--- config.mk ---
export PLATFORM = sky130hd
export DESIGN_NAME = ssp_port
export DESIGN_NICKNAME = d
export VERILOG_FILES = /design/src/rtl/ssp_pkg.sv /design/src/rtl/ssp_fifo.sv /design/src/rtl/ssp_framer.sv /design/src/rtl/ssp_port.sv
export SDC_FILE = /design/constraint.sdc
export NUM_CORES = 1
export LEC_CHECK = 0
export BUFFER_PORTS_ARGS = -buffer_cell sky130_fd_sc_hd__buf_2
export CAP_MARGIN = 20
export CORE_MARGIN = 3
export CORE_UTILIZATION = 39
export CTS_CLUSTER_SIZE = 10
export DETAILED_ROUTE_END_ITERATION = 10
export GPL_TIMING_DRIVEN = 0
export PLACE_DENSITY_LB_ADDON = 0.05
export SLEW_MARGIN = 15
export SYNTH_ARGS = -nofsm -noshare
export SYNTH_HDL_FRONTEND = slang
export SYNTH_SLANG_ARGS = --single-unit
--- constraint.sdc ---
create_clock -name clk -period 9 [get_ports clk]
set_input_delay 2.7 -clock clk [delete_from_list [all_inputs] [get_ports clk]]
set_output_delay 2.7 -clock clk [all_outputs]
set_load 0.02 [all_outputs]
--- src/rtl/ssp_pkg.sv ---
package ssp_pkg;
  typedef enum logic {
    SYNC_WIDE  = 1'b0,
    SYNC_PULSE = 1'b1
  } sync_mode_e;
endpackage

--- src/rtl/ssp_fifo.sv ---
module ssp_fifo #(
  parameter int WIDTH = 16,
  parameter int DEPTH = 8,
  parameter int CW    = $clog2(DEPTH + 1)
) (
  input  logic             clk,
  input  logic             rst_n,
  input  logic             push,
  input  logic [WIDTH-1:0] din,
  input  logic             pop,
  output logic [WIDTH-1:0] dout,
  output logic             full,
  output logic             empty,
  output logic [CW-1:0]    count
);
  localparam int AW = (DEPTH > 1) ? $clog2(DEPTH) : 1;

  logic [WIDTH-1:0] mem_q [DEPTH];
  logic [AW-1:0]    wr_q, wr_n, rd_q, rd_n;
  logic [CW-1:0]    cnt_q, cnt_n;
  logic             do_push, do_pop;

  assign full    = (cnt_q == CW'(DEPTH));
  assign empty   = (cnt_q == '0);
  assign count   = cnt_q;
  assign dout    = mem_q[rd_q];
  assign do_push = push && !full;
  assign do_pop  = pop && !empty;

  always_comb begin
    wr_n  = wr_q;
    rd_n  = rd_q;
    cnt_n = cnt_q;
    if (do_push) wr_n = (wr_q == AW'(DEPTH - 1)) ? '0 : wr_q + AW'(1);
    if (do_pop)  rd_n = (rd_q == AW'(DEPTH - 1)) ? '0 : rd_q + AW'(1);
    if (do_push && !do_pop)      cnt_n = cnt_q + CW'(1);
    else if (do_pop && !do_push) cnt_n = cnt_q - CW'(1);
  end

  always_ff @(posedge clk or negedge rst_n) begin
    if (!rst_n) begin
      wr_q  <= '0;
      rd_q  <= '0;
      cnt_q <= '0;
    end else begin
      wr_q  <= wr_n;
      rd_q  <= rd_n;
      cnt_q <= cnt_n;
    end
  end

  for (genvar gi = 0; gi < DEPTH; gi++) begin : g_slot
    always_ff @(posedge clk or negedge rst_n) begin
      if (!rst_n)                                mem_q[gi] <= '0;
      else if (do_push && wr_q == AW'(gi))       mem_q[gi] <= din;
    end
  end
endmodule

--- src/rtl/ssp_framer.sv ---
module ssp_framer
  import ssp_pkg::*;
#(
  parameter int LEN_W = 4,
  parameter int CNT_W = 4,
  parameter int FRM_W = 8
) (
  input  logic             clk,
  input  logic             rst_n,
  input  logic             enable,
  input  sync_mode_e       mode,
  input  logic [LEN_W-1:0] wlen_m1,
  input  logic [CNT_W-1:0] wpf_m1,
  input  logic [FRM_W-1:0] frame_len,
  output logic             sclk,
  output logic             rise_en,
  output logic             fall_en,
  output logic             sync,
  output logic             act_nxt,
  output logic [LEN_W-1:0] bit_nxt,
  output logic             act_cur,
  output logic [LEN_W-1:0] bit_cur
);
  logic             sclk_q, sclk_n;
  logic             run_q, run_n;
  logic [FRM_W-1:0] slot_q, slot_n;
  logic             act_q, act_n;
  logic [LEN_W-1:0] bit_q, bit_n;
  logic [CNT_W-1:0] word_q, word_n;
  logic             sync_q, sync_n;

  assign rise_en = ~sclk_q;
  assign fall_en = sclk_q;

  always_comb begin
    sclk_n = ~sclk_q;
    run_n  = run_q;
    slot_n = slot_q;
    act_n  = act_q;
    bit_n  = bit_q;
    word_n = word_q;
    sync_n = sync_q;
    if (rise_en) begin
      if (run_q) begin
        if (slot_q == frame_len - FRM_W'(1)) begin
          slot_n = '0;
          run_n  = enable;
        end else begin
          slot_n = slot_q + FRM_W'(1);
        end
      end else if (enable) begin
        run_n  = 1'b1;
        slot_n = '0;
      end

      if (!run_n || slot_n == '0) begin
        act_n = 1'b0;
      end else if (slot_n == FRM_W'(1)) begin
        act_n  = 1'b1;
        bit_n  = '0;
        word_n = '0;
      end else if (act_q) begin
        if (bit_q == wlen_m1) begin
          bit_n = '0;
          if (word_q == wpf_m1) act_n = 1'b0;
          else                  word_n = word_q + CNT_W'(1);
        end else begin
          bit_n = bit_q + LEN_W'(1);
        end
      end

      if (mode == SYNC_PULSE) sync_n = run_n && (slot_n == '0);
      else                    sync_n = act_n && (word_n == '0);
    end
  end

  always_ff @(posedge clk or negedge rst_n) begin
    if (!rst_n) begin
      sclk_q <= 1'b0;
      run_q  <= 1'b0;
      slot_q <= '0;
      act_q  <= 1'b0;
      bit_q  <= '0;
      word_q <= '0;
      sync_q <= 1'b0;
    end else begin
      sclk_q <= sclk_n;
      run_q  <= run_n;
      slot_q <= slot_n;
      act_q  <= act_n;
      bit_q  <= bit_n;
      word_q <= word_n;
      sync_q <= sync_n;
    end
  end

  assign sclk    = sclk_q;
  assign sync    = sync_q;
  assign act_nxt = act_n;
  assign bit_nxt = bit_n;
  assign act_cur = act_q;
  assign bit_cur = bit_q;
endmodule

--- src/rtl/ssp_port.sv ---
module ssp_port
  import ssp_pkg::*;
#(
  parameter int LEN_W    = 4,
  parameter int CNT_W    = 4,
  parameter int FRM_W    = 8,
  parameter int TX_DEPTH = 8,
  parameter int RX_DEPTH = 8,
  parameter int TXC_W    = $clog2(TX_DEPTH + 1)
) (
  input  logic                  clk,
  input  logic                  rst_n,
  input  logic                  enable,
  input  logic                  sync_mode,
  input  logic [LEN_W-1:0]      word_len_m1,
  input  logic [CNT_W-1:0]      words_m1,
  input  logic [FRM_W-1:0]      frame_len,
  input  logic                  tx_irq_en,
  input  logic [TXC_W-1:0]      tx_thresh,
  input  logic                  tx_wr,
  input  logic [2**LEN_W-1:0]   tx_data,
  input  logic                  rx_rd,
  output logic [2**LEN_W-1:0]   rx_data,
  output logic                  rx_valid,
  output logic                  sclk_o,
  output logic                  sync_o,
  output logic                  sdo_o,
  input  logic                  sdi_i,
  output logic                  tx_irq,
  output logic                  underrun,
  output logic                  overrun
);
  localparam int DW    = 2 ** LEN_W;
  localparam int RXC_W = $clog2(RX_DEPTH + 1);

  // reset: asserted asynchronously, released on the clock
  logic rst_meta_q, rst_sync_q, rst_int_n;
  always_ff @(posedge clk or negedge rst_n) begin
    if (!rst_n) begin
      rst_meta_q <= 1'b0;
      rst_sync_q <= 1'b0;
    end else begin
      rst_meta_q <= 1'b1;
      rst_sync_q <= rst_meta_q;
    end
  end
  assign rst_int_n = rst_sync_q;

  // frame timing
  logic             rise_en, fall_en, act_nxt, act_cur;
  logic [LEN_W-1:0] bit_nxt, bit_cur;

  ssp_framer #(.LEN_W(LEN_W), .CNT_W(CNT_W), .FRM_W(FRM_W)) i_framer (
    .clk       (clk),
    .rst_n     (rst_int_n),
    .enable    (enable),
    .mode      (sync_mode_e'(sync_mode)),
    .wlen_m1   (word_len_m1),
    .wpf_m1    (words_m1),
    .frame_len (frame_len),
    .sclk      (sclk_o),
    .rise_en   (rise_en),
    .fall_en   (fall_en),
    .sync      (sync_o),
    .act_nxt   (act_nxt),
    .bit_nxt   (bit_nxt),
    .act_cur   (act_cur),
    .bit_cur   (bit_cur)
  );

  // FIFOs
  logic [DW-1:0]    tx_head, rx_word;
  logic             tx_full, tx_empty, tx_pop;
  logic             rx_full, rx_empty, rx_push;
  logic [TXC_W-1:0] tx_count;
  logic [RXC_W-1:0] rx_count;

  ssp_fifo #(.WIDTH(DW), .DEPTH(TX_DEPTH), .CW(TXC_W)) i_tx_fifo (
    .clk   (clk),
    .rst_n (rst_int_n),
    .push  (tx_wr && !tx_full),
    .din   (tx_data),
    .pop   (tx_pop),
    .dout  (tx_head),
    .full  (tx_full),
    .empty (tx_empty),
    .count (tx_count)
  );

  ssp_fifo #(.WIDTH(DW), .DEPTH(RX_DEPTH), .CW(RXC_W)) i_rx_fifo (
    .clk   (clk),
    .rst_n (rst_int_n),
    .push  (rx_push),
    .din   (rx_word),
    .pop   (rx_rd),
    .dout  (rx_data),
    .full  (rx_full),
    .empty (rx_empty),
    .count (rx_count)
  );

  assign rx_valid = !rx_empty;
  assign tx_irq   = tx_irq_en && (tx_count < tx_thresh);

  // transmit and receive datapath
  logic [DW-1:0] tx_word_q, tx_word_n, rx_sh_q, rx_sh_n, len_mask;
  logic          sdo_q, sdo_n, und_q, und_n, ovr_q, ovr_n, word_start;

  assign word_start = rise_en && act_nxt && (bit_nxt == '0);
  assign tx_pop     = word_start && !tx_empty;
  assign len_mask   = {DW{1'b1}} >> (~word_len_m1);

  always_comb begin
    tx_word_n = tx_word_q;
    sdo_n     = sdo_q;
    und_n     = und_q | (word_start && tx_empty);
    if (rise_en) begin
      if (!act_nxt) begin
        sdo_n = 1'b0;
      end else if (bit_nxt == '0) begin
        tx_word_n = tx_empty ? '0 : tx_head;
        sdo_n     = tx_empty ? 1'b0 : tx_head[word_len_m1];
      end else begin
        sdo_n = tx_word_q[word_len_m1 - bit_nxt];
      end
    end
  end

  always_comb begin
    rx_sh_n = rx_sh_q;
    rx_push = 1'b0;
    if (fall_en && act_cur) begin
      rx_sh_n = {rx_sh_q[DW-2:0], sdi_i};
      rx_push = (bit_cur == word_len_m1);
    end
    rx_word = rx_sh_n & len_mask;
    ovr_n   = ovr_q | (rx_push && rx_full);
  end

  always_ff @(posedge clk or negedge rst_int_n) begin
    if (!rst_int_n) begin
      tx_word_q <= '0;
      rx_sh_q   <= '0;
      sdo_q     <= 1'b0;
      und_q     <= 1'b0;
      ovr_q     <= 1'b0;
    end else begin
      tx_word_q <= tx_word_n;
      rx_sh_q   <= rx_sh_n;
      sdo_q     <= sdo_n;
      und_q     <= und_n;
      ovr_q     <= ovr_n;
    end
  end

  assign sdo_o    = sdo_q;
  assign underrun = und_q;
  assign overrun  = ovr_q;
endmodule

== Yosys cells after proc, flatten, opt, wreduce, memory -nomap -nowiden ==
Cells that the tools add are included.
Word-level totals
  memory bits (writable): 0
  output and inout bits: 23
  latch bits: 0
  word-level logic and storage cells: 189
  ROM bits: 0
  memories kept: 0
  register bits: 333
Operators by class
  shift-type cells: 1
  bitwise gates (word level): 7
  muxes and demuxes: 51
  $lt $le $gt $ge: 5
  eq/ne operators: 22
  $mul: 0
  reductions and logical operators: 54
  add/subtract/negate cells: 13
  div/mod/pow operators: 0
Operator list (count)
  binary-select mux 16 bit (select 3 bit): 2
  2-to-1 mux 16 bit: 6
  2-to-1 mux 4 bit: 15
  logical AND 1 bit: 34
  2-to-1 mux 8 bit: 4
  == test 3 bit, second input constant: 10
  2-to-1 mux 1 bit: 18
  adder 4 x 1 -> 4 bit, second input constant: 4
  bitwise AND 16 bit: 1
  logical NOT 4 bit: 4
  right shift 16 x 4 -> 16 bit, first input constant: 1
  adder 3 x 1 -> 3 bit, second input constant: 4
  == test 3 x 2 -> 1 bit, second input constant: 4
  2-to-1 mux 3 bit: 4
  less-than comparator 4 x 5 -> 1 bit, second input constant: 2
  logical NOT 1 bit: 9
  adder 8 x 1 -> 8 bit, second input constant: 1
  binary-select mux 1 bit (select 4 bit): 2
  == test 4 bit: 2
  == test 4 bit, second input constant: 2
  == test 8 x 1 -> 1 bit, second input constant: 1
  == test 8 bit: 1
  greater-or-equal comparator 4 bit, second input constant: 2
  logical NOT 8 bit: 1
  other kinds (13): 19

== Depth between registers and ports, before layout ==
Gate-level depths: netlist of the first run.
  word-level depth: 17
  gate-level depth with buffers: 21

== Hierarchy ==
A second synthesis of the first run with hierarchy kept.
Second synthesis, totals
  cell total of the unflattened synthesis: 1218
  area total of the unflattened synthesis: 17110.2 um^2
Modules (own cells, without submodules)
  ssp_fifo: cells each 401, area each 6551.3 um^2, sequential area each 3453.3 um^2, instances 2
  ssp_port: cells each 212, area each 2240.9 um^2, sequential area each 925.9 um^2, instances 1
  ssp_framer: cells each 204, area each 1766.7 um^2, sequential area each 500.5 um^2, instances 1

== Least setup slack after synthesis of the first run ==
Ideal clock, no wire load.
  kind: input -> register
  start point: input port frame_len[0]
  end point: register sdo_q, in the netlist sdo_o
  data required time: 8.913 ns
  stages on the path: 18
  slack: 2.265 ns
  arrival: 6.648 ns
  setup time: 0.087 ns
  path buffers: 0
  path through: inv_1 > ha_1 > nor2b_1 > o311a_1 > or3_4 > o32a_4 > or2_1 > and3_1 > mux2_2 > ha_1 > inv_1 > fa_1 > mux4_2 > mux2i_1 > nand2_1 > mux2i_1 > or4b_1 > o211ai_1
Between the ends
  cells in the longest elaborated chain, start to end: 14
  elaborated cells on any way between the ends: 25
  those cells by class: 2 x add/sub; 2 x eq/ne; 17 x mux; 4 x reduce/logical
RTL lines
  start, declared: line ssp_port.sv:17  | input logic [FRM_W-1:0] frame_len,
  subtractor 8 x 1 -> 8 bit *: line ssp_framer.sv:45  | if (slot_q == frame_len - FRM_W'(1)) begin
  == test 8 bit *: line ssp_framer.sv:45
  2-to-1 mux 8 bit / 2-to-1 mux 1 bit (equally long branches): line ssp_framer.sv:45
  2-to-1 mux 8 bit / 2-to-1 mux 1 bit (equally long branches): line ssp_framer.sv:44  | if (run_q) begin
  2-to-1 mux 8 bit / 2-to-1 mux 1 bit (equally long branches): line ssp_framer.sv:43  | if (rise_en) begin
  == test 8 x 1 -> 1 bit, or another cell as far along: line ssp_framer.sv:58  | end else if (slot_n == FRM_W'(1)) begin
  2-to-1 mux 4 bit / logical OR 1 bit (equally long branches): line ssp_framer.sv:58, ssp_framer.sv:56
  2-to-1 mux 4 bit *: line ssp_framer.sv:56  | if (!run_n || slot_n == '0) begin
  2-to-1 mux 4 bit *: line ssp_framer.sv:43
  net bit_nxt[0]: line ssp_port.sv:51  | logic [LEN_W-1:0] bit_nxt, bit_cur;
  subtractor 4 bit: line ssp_port.sv:124  | sdo_n = tx_word_q[word_len_m1 - bit_nxt];
  binary-select mux 1 bit (select 4 bit): line ssp_port.sv:124
  2-to-1 mux 1 bit (implied by the code): line ssp_port.sv:124
  2-to-1 mux 1 bit *: line ssp_port.sv:120  | end else if (bit_nxt == '0) begin
  2-to-1 mux 1 bit *: line ssp_port.sv:118  | if (!act_nxt) begin
  end signal, assigned: line ssp_port.sv:150  | sdo_q <= sdo_n;
  end, declared: line ssp_port.sv:107  | logic sdo_q, sdo_n, und_q, und_n, ovr_q, ovr_n, word_start;
The timed path passes the listed nets; every way through them passes the cells marked *. The select of a mux whose other input is x is not followed.
A chain may end at the register's enable or synchronous reset.

== Final worst setup path of the first run ==
  start point: input port frame_len[0]
  end point: register i_tx_fifo.cnt_q[3], in the netlist i_tx_fifo.count[3]
Between the ends
  cells in the longest elaborated chain, start to end: 17
  elaborated cells on any way between the ends: 29
  those cells by class: 1 x add/sub; 2 x eq/ne; 14 x mux; 12 x reduce/logical
RTL lines
  subtractor 8 x 1 -> 8 bit *: line ssp_framer.sv:45
  == test 8 bit *: line ssp_framer.sv:45
  2-to-1 mux 8 bit / 2-to-1 mux 1 bit (equally long branches): line ssp_framer.sv:45
  2-to-1 mux 8 bit / 2-to-1 mux 1 bit (equally long branches): line ssp_framer.sv:44
  2-to-1 mux 8 bit / 2-to-1 mux 1 bit (equally long branches): line ssp_framer.sv:43
  == test 8 x 1 -> 1 bit, or another cell as far along: line ssp_framer.sv:58
  2-to-1 mux 1 bit / logical OR 1 bit (equally long branches): line ssp_framer.sv:58, ssp_framer.sv:56
  2-to-1 mux 1 bit: line ssp_framer.sv:56
  2-to-1 mux 1 bit (2 in a row): line ssp_framer.sv:43
  logical AND 1 bit: line ssp_port.sv:109  | assign word_start = rise_en && act_nxt && (bit_nxt == '0);
  logical AND 1 bit *: line ssp_port.sv:109
  logical AND 1 bit *: line ssp_port.sv:110  | assign tx_pop = word_start && !tx_empty;
  logical AND 1 bit *: line ssp_fifo.sv:28  | assign do_pop = pop && !empty;
  logical NOT 1 bit: line ssp_fifo.sv:36  | if (do_push && !do_pop) cnt_n = cnt_q + CW'(1);
  logical AND 1 bit: line ssp_fifo.sv:36
  2-to-1 mux 4 bit / nonzero test 2 bit (equally long branches)
  end signal, assigned: line ssp_fifo.sv:48  | cnt_q <= cnt_n;
  end, declared: line ssp_fifo.sv:20  | logic [CW-1:0] cnt_q, cnt_n;
Mark *: on every way between the ends. The rest lies on a longest branch, timed or not. The select of a mux whose other input is x is not followed.

==> impl_metrics.env, run 1 <==
export IMPL_path_cells="buf_2 > inv_1 > ha_1 > nor2b_1 > o311a_1 > o41ai_2 > o31a_1 > o21ba_1 > a311oi_4 > o2111ai_1 > buf_2 > nor3_4 > inv_1 > ha_1 > inv_1 > ha_1 > a21o_1 > a21oi_1 > xnor2_1 > nor2_1 > xor2_1"
export IMPL_yosysSeqAreaShare=0.521
export IMPL_routedWlPerCell_um=20.8
export IMPL_fin_area_sq_mm=0.0185
export IMPL_crit_family="compound AO/OA/AOI/OAI gates"
export IMPL_r2r_start="i_framer.slot_q[7]"
export IMPL_drt_pre_antenna_iters=5
export IMPL_synth_nets=1365
export IMPL_timing_final_crit_share=0.770
export IMPL_synth_cell_type_count=64
export IMPL_cts_root_buf="clkbuf_16"
export IMPL_worstPathBufferInverterCount=5
export IMPL_final_setup_skew_ns=0.0205
export IMPL_worstMarginPinSlew_ns=1.02
export IMPL_path_clk_slew_ns=0.05
export IMPL_rows=73
export IMPL_syn_area_sq_mm=0.0160
export IMPL_synthFlopType="dfrtp_1"
export IMPL_total_power_mw=6.30
export IMPL_vias=10500
export IMPL_cts_resized=0
export IMPL_holdBufCountCts=0
export IMPL_finish_utilization=0.462
export IMPL_fmax_ghz=0.144
export IMPL_grt_pass1_vias=11100
export IMPL_grt_max_degree=58
export IMPL_p_leak_nw=8.01
export IMPL_synth_top_cell_area_share=0.521
export IMPL_max_stage_delay_ns=0.86
export IMPL_synth_edf_count=0
export IMPL_antenna_found_initial=1
export IMPL_arrival_ns=7.35
export IMPL_slowest_stage="o41ai_2"
export IMPL_critical_path_required_ns=9.42
export IMPL_gr_total_overflow=0
export IMPL_rsz0062_at_grt="no"
export IMPL_cts_max_level=2
export IMPL_finalWirelength_um=40500
export IMPL_globalplace_congestion=0.763
export IMPL_syn_instance_count=1286
export IMPL_die_area_sq_mm=0.0435
export IMPL_avgSynthCellArea_sq_um=12.4
export IMPL_place_ws_ns=1.52
export IMPL_dp_final_hpwl_um=27400
export IMPL_post_cts_buffers=0
export IMPL_peakVddDrop_mv=0.185
export IMPL_status="complete, no violations"
export IMPL_max_cap_violations=0
export IMPL_min_period_ns=6.93
export IMPL_hold_start="rst_meta_q"
export IMPL_core_sq_mm=0.0401
export IMPL_grt_usage=0.189
export IMPL_initial_core_util=0.399
export IMPL_fin_ws_ns=2.07
export IMPL_tritoncts="done"
export IMPL_num_nets_final=1484
export IMPL_end_kind="flip-flop"
export IMPL_maxSlewViolCount=0
export IMPL_setup_worst_path_class="in -> reg"
export IMPL_start_kind="input pin"
export IMPL_io_buffer_count=65
export IMPL_finalSetupViolCount=0
export IMPL_clockBufferDepth=3
export IMPL_io_pins=67
export IMPL_setup_tns_ns=0
export IMPL_n_fill_cell=3738
export IMPL_cts_made_buffers=42
export IMPL_slew_limit_headroom=0.323
export IMPL_synth_seq_cells=333
export IMPL_areaGrowthSynthToFinish_pct=15.8
export IMPL_final_common_cell="dfrtp_1"
export IMPL_crit_path_start="frame_len[0]"
export IMPL_synth_area_leader_cell="dfrtp_1"
export IMPL_hold_class="reg -> reg"
export IMPL_grt_first_pass_wirelength_um=64800
export IMPL_p_per_area_mw_per_mm2=340
export IMPL_dr_first_iter_drc_count=550
export IMPL_hold_viol=0
export IMPL_drtAntennaViolNets=0
export IMPL_clock_latency_ns=0.56
export IMPL_yosysWarnings=0
export IMPL_drive_above_1_share=0.281
export IMPL_fp_dieW_um=209
export IMPL_cts_sinks=333
export IMPL_place_area_sq_mm=0.0172
export IMPL_die_y_um=209
export IMPL_route_detailed_drc=0
export IMPL_final_cell_mix="332 x dfrtp_1, 176 x mux2_2, 163 x nand2_1, 162 x o21ai_0"
export IMPL_drt_vias_per_instance=5.38
export IMPL_netlist_top_cells_area="dfrtp_1 52%, mux2_2 12%, mux4_2 10%, o21ai_0 5.1%, nand2_1 3.8%"
export IMPL_async_flop_share=1.00
export IMPL_worstPathMaxFanout=10
==> per-layer routing <==
layer,part of all wire,track usage,vias to the layer above
met5,0,0,-
met4,0.020,0.0494,0
met3,0.031,0.0287,55
met2,0.49,0.320,156
met1,0.46,0.257,5369
li1,-,-,4911
==> report_power, final <==
part	switching [mW]	internal [mW]
registers	0.315	2.06
clock network	0.633	1.02
logic	1.12	1.15
==> flip-flops by register name, summed over array words and instances, names as in the netlist, 4 cells and up <==
name / cells
tx_word_q: 16
i_rx_fifo.count: 4
i_framer.slot_q: 8
i_tx_fifo.count: 4
rx_sh_q: 16
i_tx_fifo.mem_q: 128
i_framer.bit_cur: 4
i_framer.word_q: 4
i_rx_fifo.mem_q: 128
==> synthesized netlist by cell type (4+ instances only) <==
cell	instances
nor2b_1	6
inv_1	25
mux2_2	176
nand3_1	12
o21ai_0	162
a211oi_1	4
nand4_1	6
a21oi_1	17
clkbuf_1	63
mux2i_1	24
o211ai_1	4
nor3_1	15
and2_1	4
ha_1	32
a211o_1	4
nor2_1	27
dfrtp_1	333
nand2_1	163
buf_2	6
xor2_1	7
xnor2_1	22
nand2b_1	4
o31ai_1	19
a21o_1	7
mux4_2	73
buf_1	7
==> logic make-up after synthesis <==
logic type,share of synthesized area
fa+ha+maj,0.0288
flops,0.521
other cells,0.000234
mux,0.242
buf+inv,0.0265
xor+xnor,0.0159
simple gates,0.0722
compound gates,0.0942
==> area by class of cell <==
cell class                 count  area, sq um  area share
sequential                   333         8340       0.450
tap                          525          657      0.0354
multi-input combinational    848         7270       0.392
buffer                        79          327      0.0176
clock inverter                 4         98.8     0.00533
clock buffer                  60         1230      0.0665
antenna                        1         2.50    0.000135
timing repair buffer          75          514      0.0277
inverter                      26         97.6     0.00527
==> worst reg2reg max path, cell delays in order (launching register included) <==
cell and delay, ns:
dfrtp_1 0.37, buf_6 0.13, xor2_1 0.22, xnor2_1 0.15, a41oi_1 0.21, o41ai_2 0.84, o31a_1 0.24, o21ba_1 0.17
a311oi_4 0.35, o2111ai_1 0.20, buf_2 0.23, nor3_4 0.26, inv_1 0.11, ha_1 0.24, inv_1 0.13, ha_1 0.25
a21o_1 0.17, a21oi_1 0.17, xnor2_1 0.14, nor2_1 0.06, xor2_1 0.14
==> worst paths after layout <==
path	slack, ns	depth (start not counted)	to
hold / removal	0.35	0	rst_int_n
max in group asynchronous	6.96	1	rst_int_n
hold reg to reg	0.35	0	rst_int_n
setup reg to reg	4.12	20	i_tx_fifo.count[3]
setup / recovery	2.07	21	i_tx_fifo.count[3]
min in group asynchronous	0.40	0	i_tx_fifo.mem_q[86]
==> per-stage QoR <==
stage | hold WS [ns] | instances
after floorplan | 0.331 | 1286
after detailed placement | 0.340 | 1885
after CTS | 0.353 | 1949
final | 0.348 | 1951
after global placement | 0.336 | 1876
after global routing | 0.367 | 1950
(Power assumes the default switching activity.)
==> run 2: changes to the inputs <==
ABC_AREA = 1   (was default)
clock period = 6.1 ns   (was 9 ns; I/O delays follow)
==> run 2 against run 1 <==
Net effect:
- sequential power grew 47%
- non-clock buffer count grew 29
- hold slack lost 0.098 ns
==> impl_metrics.env, run 2 <==
export IMPL_globalplace_congestion=0.848
export IMPL_yosysSeqAreaShare=0.509
export IMPL_min_period_ns=5.32
export IMPL_synth_seq_cells=333
export IMPL_hold_class="reg -> async"
export IMPL_start_kind="flip-flop"
export IMPL_synth_fa_ha_area_frac=0.0281
export IMPL_reg2reg_depth=23
export IMPL_wl_met2_um=24400
export IMPL_cts_resized=0
export IMPL_avgSynthCellArea_sq_um=8.03
export IMPL_peakVddDrop_mv=0.239
export IMPL_crit_path_start="i_rx_fifo.rd_q[0]"
export IMPL_grt_max_degree=56
export IMPL_async_flop_share=1.00
export IMPL_whs_ns=0.250
export IMPL_top_layer_used="met4"
export IMPL_fmax_ghz=0.188
export IMPL_setup_worst_path_class="reg -> out"
export IMPL_maxSlewViolCount=0
export IMPL_grt_first_pass_wirelength_um=81500
export IMPL_clock_latency_ns=0.57
export IMPL_wirelength_met1_um=23000
export IMPL_synthFlopType="dfrtp_1"
export IMPL_synthTopCellsByCount="461 x o21ai_0, 455 x nand2_1, 333 x dfrtp_1, 193 x inv_1, 176 x nor2_1"
export IMPL_yosys_area_share_simple=0.172
export IMPL_drt_vias_per_instance=5.28
export IMPL_grt_usage=0.238
export IMPL_synth_nets=2117
export IMPL_rows=74
export IMPL_fp_dieW_um=211
export IMPL_drtAntennaViolNets=0
export IMPL_synth_cell_type_count=44
export IMPL_critPathCapture="rx_data[11]"
export IMPL_antenna_found_initial=0
export IMPL_hold_viol=0
export IMPL_synth_compound_area_frac=0.202
export IMPL_drt_pre_antenna_iters=5
export IMPL_synthMuxAreaShare=0.000688
export IMPL_cts_root_buf="clkbuf_16"
export IMPL_yosysWarnings=0
export IMPL_finalWirelength_um=52300
export IMPL_num_nets_final=2232
export IMPL_slew_limit_headroom=0.308
export IMPL_dr_first_iter_drc_count=1260
export IMPL_status="complete, no violations"
export IMPL_die_area_sq_mm=0.0445
export IMPL_place_ws_ns=0.295
export IMPL_netlist_top_cells_area="dfrtp_1 51%, o21ai_0 14%, nand2_1 10%, inv_1 4.4%, nor2_1 4.0%"
export IMPL_n_fill_cell=4246
export IMPL_cts_max_level=2
export IMPL_drive_above_1_share=0.0773
export IMPL_gr_total_overflow=0
export IMPL_r2r_end="i_tx_fifo.count[3]"
export IMPL_synth_most_common_cell="o21ai_0"
export IMPL_fin_ws_ns=0.775
export IMPL_synth_top_cell_area_share=0.509
export IMPL_route_detailed_drc=0
export IMPL_die_y_um=211
export IMPL_timing_final_crit_share=0.873
export IMPL_end_kind="output port"
export IMPL_synth_xor_area_share=0.0155
export IMPL_cts_made_buffers=41
export IMPL_cts_sinks=333
export IMPL_io_pins=67
export IMPL_arrival_ns=3.49
export IMPL_grt_pass1_vias=13900
export IMPL_synth_top_family_by_area="compound AO/OA/AOI/OAI gates"
export IMPL_tritoncts="done"
export IMPL_top_regs="i_rx_fifo.mem_q (128), i_tx_fifo.mem_q (128)"
export IMPL_synth_edf_count=0
export IMPL_p_leak_nw=8.92
export IMPL_worstMarginPinSlew_ns=1.03
export IMPL_core_sq_mm=0.0411
export IMPL_io_buffer_count=65
export IMPL_synth_area_leader_cell="dfrtp_1"
export IMPL_holdBufCountCts=0
export IMPL_clockBufferDepth=3
export IMPL_rsz0062_at_grt="no"
export IMPL_finish_utilization=0.456
export IMPL_final_cell_mix="461 x o21ai_0, 455 x nand2_1, 332 x dfrtp_1, 193 x inv_1, 176 x nor2_1"
export IMPL_n_antenna_cell=0
export IMPL_worstPathMaxFanout=10
export IMPL_final_common_cell="o21ai_0"
export IMPL_syn_area_sq_mm=0.0164
export IMPL_max_cap_violations=0
export IMPL_areaGrowthSynthToFinish_pct=14.5
export IMPL_initial_core_util=0.398
export IMPL_total_power_mw=10.2
export IMPL_routedWlPerCell_um=19.3
export IMPL_post_cts_buffers=0
export IMPL_syn_instance_count=2038
export IMPL_path_clk_slew_ns=0.06
export IMPL_vias=14300
export IMPL_finalSetupViolCount=0
export IMPL_p_per_area_mw_per_mm2=544
export IMPL_final_setup_skew_ns=0.0278
export IMPL_r2r_start="i_framer.slot_q[0]"
export IMPL_critical_path_required_ns=4.27
export IMPL_r2r_slack_ns=2.06
export IMPL_dp_final_hpwl_um=36800
export IMPL_met3_length_um=2890
==> run 2: cell families (layout without fill, tap and decap cells) <==
group | Yosys count | after routing
compound gates | 618 | 618
xor+xnor | 29 | 29
fa+ha+maj | 35 | 35
buf+inv | 311 | 445
flops | 333 | 333
mux | 1 | 1
other cells | 1 | 1
simple gates | 710 | 710
==> run 2: where the power goes <==
group	total [mW]	switching [mW]	leakage, nW	internal (mW)
clock	2.27	0.933	0.587	1.34
combinational	4.45	3.03	4.21	1.42
sequential	3.48	0.472	4.12	3.01
==> run 2: metrics by stage <==
stage | cell area, sq um | TNS, ns | instances
floorplan | 16400 | 0 | 2038
global placement | 17400 | -584.87 | 2635
detailed placement | 17500 | 0 | 2642
CTS | 18700 | 0 | 2704
global route | 18700 | 0 | 2704
finish | 18700 | 0 | 2704
==> run 2: worst max-delay path: stages (launching register included) <==
cell,delay (ns)
dfrtp_1,0.39
clkbuf_1,0.32
inv_1,0.23
clkbuf_1,0.38
clkbuf_1,0.45
o21ai_0,0.12
o21ai_0,0.40
nor2_1,0.10
a31oi_1,0.30
buf_2,0.23
==> run 2: layer usage <==
layer	up-vias	global-route usage
li1	6902	-
met1	6865	0.322
met2	404	0.388
met3	104	0.0361
met4	0	0.0949
met5	-	0
==> run 2: how the worst min path moves through the flow <==
stage,from,endpoint,slack (ns),cells past startpoint
2_1_floorplan,rst_meta_q,rst_int_n,0.33,0
3_3_place_gp,rst_meta_q,rst_int_n,0.34,0
3_5_place_dp,rst_int_n,i_rx_fifo.mem_q[56],0.26,0
4_1_cts,rst_int_n,i_rx_fifo.mem_q[56],0.26,0
5_1_grt,rst_int_n,i_rx_fifo.mem_q[13],0.27,0
6_report,rst_int_n,i_rx_fifo.mem_q[56],0.25,0
==> run 2: final cells by class <==
| class | instances | area, sq um | share of cell area |
|---|---|---|---|
| Tap cell | 532 | 666 | 0.0355 |
| Sequential cell | 333 | 8340 | 0.445 |
| Clock inverter | 3 | 51.3 | 0.00274 |
| Clock buffer | 59 | 1150 | 0.0616 |
| Multi-Input combinational cell | 1394 | 6840 | 0.365 |
| Inverter | 200 | 751 | 0.0400 |
| Timing Repair Buffer | 72 | 503 | 0.0268 |
| Buffer | 111 | 440 | 0.0235 |
